## src/rtl/sysmm_array.sv

```systemverilog
module sysmm_array #(
  parameter int N  = 4,
  parameter int DW = 8
) (
  input  logic                         clk,
  input  logic                         rst_n,
  input  logic                         start,
  input  logic [N*DW-1:0]              a_col,
  input  logic [N*DW-1:0]              b_row,
  output logic [N*(2*DW+$clog2(N))-1:0] res_row,
  output logic                         res_valid,
  output logic                         done
);
  localparam int AW = 2*DW + $clog2(N);
  localparam int CW = $clog2(3*N);
  localparam logic [CW-1:0] NC      = CW'(N);
  localparam logic [CW-1:0] LAST_RUN = CW'(3*N-3);
  localparam logic [CW-1:0] LAST_SH  = CW'(N-1);

  typedef enum logic [1:0] {S_IDLE, S_RUN, S_SHIFT, S_DONE} st_t;

  st_t st;
  logic [CW-1:0] cnt;
  logic feeding, accept;
  logic [N*DW-1:0] feed_a, feed_b, edge_a, edge_b;
  logic signed [DW-1:0] a_in [N][N];
  logic signed [DW-1:0] b_in [N][N];
  logic signed [DW-1:0] a_pipe [N][N-1];
  logic signed [DW-1:0] b_pipe [N-1][N];
  logic signed [AW-1:0] acc [N][N];

  assign feeding   = (st == S_RUN) && (cnt < NC);
  assign accept    = start && (st == S_IDLE || st == S_DONE);
  assign feed_a    = feeding ? a_col : '0;
  assign feed_b    = feeding ? b_row : '0;
  assign res_valid = (st == S_SHIFT);
  assign done      = (st == S_DONE);

  always_ff @(posedge clk) begin
    if (!rst_n) begin
      st  <= S_IDLE;
      cnt <= '0;
    end else begin
      case (st)
        S_RUN: begin
          if (cnt == LAST_RUN) begin st <= S_SHIFT; cnt <= '0; end
          else cnt <= cnt + CW'(1);
        end
        S_SHIFT: begin
          if (cnt == LAST_SH) st <= S_DONE;
          else cnt <= cnt + CW'(1);
        end
        default: if (accept) begin st <= S_RUN; cnt <= '0; end
      endcase
    end
  end

  for (genvar i = 0; i < N; i++) begin : g_skew
    if (i == 0) begin : g_direct
      assign edge_a[DW-1:0] = feed_a[DW-1:0];
      assign edge_b[DW-1:0] = feed_b[DW-1:0];
    end else begin : g_delay
      logic [DW-1:0] la [i];
      logic [DW-1:0] lb [i];
      always_ff @(posedge clk) begin
        if (!rst_n) begin
          for (int d = 0; d < i; d++) begin la[d] <= '0; lb[d] <= '0; end
        end else begin
          la[0] <= feed_a[i*DW +: DW];
          lb[0] <= feed_b[i*DW +: DW];
          for (int d = 1; d < i; d++) begin la[d] <= la[d-1]; lb[d] <= lb[d-1]; end
        end
      end
      assign edge_a[i*DW +: DW] = la[i-1];
      assign edge_b[i*DW +: DW] = lb[i-1];
    end
    assign res_row[i*AW +: AW] = acc[0][i];
  end

  always_comb begin
    for (int r = 0; r < N; r++) begin
      a_in[r][0] = edge_a[r*DW +: DW];
      for (int c = 1; c < N; c++) a_in[r][c] = a_pipe[r][c-1];
    end
    for (int c = 0; c < N; c++) begin
      b_in[0][c] = edge_b[c*DW +: DW];
      for (int r = 1; r < N; r++) b_in[r][c] = b_pipe[r-1][c];
    end
  end

  always_ff @(posedge clk) begin
    if (!rst_n) begin
      for (int r = 0; r < N; r++)
        for (int c = 0; c < N; c++) begin
          acc[r][c] <= '0;
          if (c < N-1) a_pipe[r][c] <= '0;
          if (r < N-1) b_pipe[r][c] <= '0;
        end
    end else begin
      for (int r = 0; r < N; r++)
        for (int c = 0; c < N; c++) begin
          logic signed [2*DW-1:0] prod;
          prod = a_in[r][c] * b_in[r][c];
          if (c < N-1) a_pipe[r][c] <= a_in[r][c];
          if (r < N-1) b_pipe[r][c] <= b_in[r][c];
          if (accept)
            acc[r][c] <= '0;
          else if (st == S_RUN)
            acc[r][c] <= acc[r][c] + {{(AW-2*DW){prod[2*DW-1]}}, prod};
          else if (st == S_SHIFT)
            acc[r][c] <= (r == N-1) ? '0 : acc[(r+1)%N][c];
        end
    end
  end


  first_row_chk: assert property (@(posedge clk) disable iff (!rst_n)
    $rose(res_valid) |-> ($past(st) == S_RUN && $past(cnt) == LAST_RUN));


  done_rise_chk: assert property (@(posedge clk) disable iff (!rst_n)
    $rose(done) |-> $past(res_valid));


  valid_end_chk: assert property (@(posedge clk) disable iff (!rst_n)
    $fell(res_valid) |-> done);


  busy_start_chk: assert property (@(posedge clk) disable iff (!rst_n)
    (st == S_RUN && start && cnt != LAST_RUN) |=> (st == S_RUN && cnt == $past(cnt) + CW'(1)));
endmodule

```

## config.mk

```make
export PLATFORM = sky130hd
export DESIGN_NAME = sysmm_array
export DESIGN_NICKNAME = d
export VERILOG_FILES = /design/src/rtl/sysmm_array.sv
export SDC_FILE = /design/constraint.sdc
export NUM_CORES = 2
export LEC_CHECK = 0
export ABC_AREA = 1
export BUFFER_PORTS_ARGS = -buffer_cell sky130_fd_sc_hd__buf_2
export CORE_MARGIN = 5
export CORE_UTILIZATION = 71
export DETAILED_ROUTE_END_ITERATION = 10
export PLACE_DENSITY = 0.85
export SYNTH_ARGS = -nofsm -noshare
export SYNTH_HDL_FRONTEND = slang
export SYNTH_SLANG_ARGS = --single-unit
```

## constraint.sdc

```tcl
create_clock -name clk -period 12.6 [get_ports clk]
set_clock_uncertainty 0.05 [all_clocks]
set_input_delay 0.63 -clock clk [delete_from_list [all_inputs] [get_ports clk]]
set_output_delay 0.63 -clock clk [all_outputs]
set_load 0.03 [all_outputs]
```

==> results.md <==
* Crit path time final at 6.87 ns
* Final worst path period share at 0.545
* Leak Pwr at 44.0 nW
* Int Pwr at 4.68 mW
* Psw at 3.43 mW
* Prevailing post-synth register cell: dfxtp_1
* Final setup fails at 0
* Most frequent cells in the layout: 2444 x inv_1, 2250 x nand2_1, 896 x fa_1
* CTS Hold Bufs at 0
* Syn Std Cell Area at 74600 µm²
* Warnings from Yosys at 0
* DP Worst Slack at 5.78 ns
* Met3 WL at 15.5 mm
* FF-to-FF Start: st[1]
* Hold Startpoint: a_col[16]
* M1 wire length at 77.0 mm
* Routed WL at 181 mm
* Clock power frac at 0.273
* Routability Congestion at 0.943
* Drt initial violations at 5181
* Combinational power share at 0.375
* Critical path launch point type: register
* Yosys top cell area share at 0.241
* Crit Path Class: reg -> reg
* Uppermost layer routed: met4
* Status: finished, final reports clean
* Seq cells post-synth at 582
* Hold Path Cell Cnt at 3
* Layout cell share with drive strength beyond 1 at 0.0474
* Post_cts resized at 0
* Rows at 118
* Seq/Total Area, Yosys at 0.193
* Max Slew Vio Count at 0
* Largest stage delay, worst path at 0.76 ns
* Tot GR Track Use at 0.329
* First-pass GRT wire length at 305 mm
* CTS tree: done
* Number of max-cap violations at 0
* Top Ports at 141
* Worst vdd ir at 113 µV
* Syn Area/Cell at 7.65 µm²
* Multi-input logic area at 49700 µm²
* Total power at 8.12 mW
* Antenna-violating nets left at 0
* H-tree Lvls at 3
* Initial Util at 0.717
* Fmax at 0.146 GHz
* Antenna violations before repair at 2
* RSZ-0062 raised after global routing: no
* Worst R2R Setup Slack at 5.73 ns
* Worst path slowest cell: fa_1
* Sw frac at 0.423
* Area Growth Syn to Fin at 5.10%
* Main area contributors after synthesis: fa_1 24%, ha_1 12%, inv_1 12%
* Largest net degree at the start of global routing at 162
* EDFF count, synth at 270
* Post-synth top area cell: fa_1
* Reg clk slew, reported paths at 0.07 ns
* Core area at 104000 µm²
* Fillers at 7793
* CP arrival at 7.38 ns
* Root Driver: clkbuf_16
* Slew margin rel. at 0.260
* Worst R2R Path Depth at 36
* Asr flop ratio synth at 0
* Yosys cell types at 56
* Met2 Routed Length at 83.6 mm
* Drt drc at 0
* Post-Syn Nets at 11400
* Part of the power in registers at 0.352
* Vias in the first global route at 63300
* Nets@finish at 11400
* Final setup TNS at 0 ns
* Reg area at 14400 µm²
* Post-CTS Setup Inserts at 0
* CP Capture Type: register
* CP max FO at 8
* Worst path required time at 13.11 ns
* Drt wl/cell at 16.3 µm
* Most frequent CP cell: nand2_1
* Pwr/cell area at 104 nW/µm²
* HPWL after DPL at 145 mm
* # clock sinks at 582
* I/O Buffers at 140
* Number of CTS-inserted buffers at 76
* Most common cell after layout, fill and taps aside: inv_1
* Placed insts at 11000
* Cells after synthesis at 9741
* Worst-Skew Late Latency at 0.66 ns
* Die width at 334 µm
* R2R Path End: acc[0][71]
* Vias after detailed routing at 61400
* Worst Hold Class: in -> reg
* Post-Layout Cell Count at 11100
* Pre-antenna DRT Iters at 7
* Final hold violation count at 0
* Area of the die at 112000 µm²
* Worst Tran Pin Value at 1.11 ns
* Clock Path Buffers at 3
* Remaining global-route overflow at 0
* Hold Path End: g_skew[2].g_delay.la[0][0]
* Setup WS post-layout at 5.73 ns
* Vias/cell at 5.53
* Ant. Diodes at 0
* Die Y at 334 µm
==> logic make-up after synthesis <==
kind of cell | Yosys count | share of synthesized area
simple gates | 3301 | 0.181
fa+ha+maj | 1638 | 0.365
xor+xnor | 300 | 0.0355
flops | 582 | 0.193
compound gates | 1124 | 0.0842
buf+inv | 2796 | 0.142
==> layout make-up <==
cell class                      count  share of cell area
Inverter                         2483               0.119
Timing Repair Buffer              151              0.0103
Clock buffer                      101              0.0269
Multi-Input combinational cell   6363               0.634
Tap cell                         1380              0.0220
Clock inverter                     41             0.00479
Sequential cell                   582               0.183
==> stage by stage <==
| step | utilization | hold slack [ns] | area, µm² |
|---|---|---|---|
| final | 0.754 | 0.119 | 78400 |
| after global placement | 0.730 | 0.342 | 75900 |
| after detailed placement | 0.730 | 0.346 | 75900 |
| after floorplan | - | 0.340 | 74600 |
| after global routing | 0.754 | 0.115 | 78400 |
| after CTS | 0.754 | 0.0911 | 78400 |
==> flip-flops by register name, indices dropped and copies added, names as in the netlist <==
signal             count
st                     2
cnt                    4
g_skew.g_delay.lb     48
g_skew.g_delay.la     48
b_pipe                96
a_pipe                96
acc                  288
==> worst max-delay path by stage <==
stage | from | end | cells after the start
final | st[1] | acc[0][71] | 36
after global routing | st[1] | acc[0][71] | 36
after CTS | st[1] | acc[0][71] | 36
after detailed placement | st[1] | acc[0][71] | 36
after global placement | st[1] | acc[0][71] | 36
after floorplan | st[1] | acc[0][71] | 36
==> power groups by stage <==
stage / Clock [mW] / Combinational (mW) / Sequential (mW)
6_report: 2.22 / 3.04 / 2.86
5_1_grt: 2.31 / 3.40 / 2.88
4_1_cts: 2.23 / 3.01 / 2.83
3_5_place_dp: 0 / 2.98 / 2.87
3_3_place_gp: 0 / 2.91 / 2.86
2_1_floorplan: 0 / 2.16 / 2.78
==> metal layers <==
metal / track usage / up-vias
li1: - / 29300
met1: 0.455 / 29300
met2: 0.545 / 2359
met3: 0.0517 / 399
met4: 0.0937 / 0
met5: 0 / -
==> synth_stat cells, types with 19 or more instances <==
| cell type | count |
|---|---|
| ha_1 | 742 |
| a32o_1 | 19 |
| nand3_1 | 321 |
| clkbuf_1 | 273 |
| o21ai_0 | 183 |
| nand3b_1 | 40 |
| fa_1 | 896 |
| or2_2 | 103 |
| xor2_1 | 149 |
| a21o_1 | 43 |
| buf_2 | 34 |
| o31ai_1 | 34 |
| inv_2 | 35 |
| nand2_1 | 2253 |
| o21ai_1 | 174 |
| o211ai_1 | 22 |
| dfxtp_1 | 312 |
| a31oi_1 | 37 |
| xnor2_1 | 148 |
| nand4_1 | 23 |
| a21oi_1 | 531 |
| inv_1 | 2444 |
| o21ai_2 | 19 |
| nor3_1 | 68 |
| nor2_1 | 443 |
| edfxtp_1 | 270 |
==> worst max-delay path: cells and delay by family (launching register included) <==
family,cells,cell delay [ns]
fa+ha+maj,7,3.08
simple gates,18,2.22
buf+inv,10,0.88
flops,1,0.34
compound gates,1,0.18
Note: power is estimated with default switching activity, not from simulation.
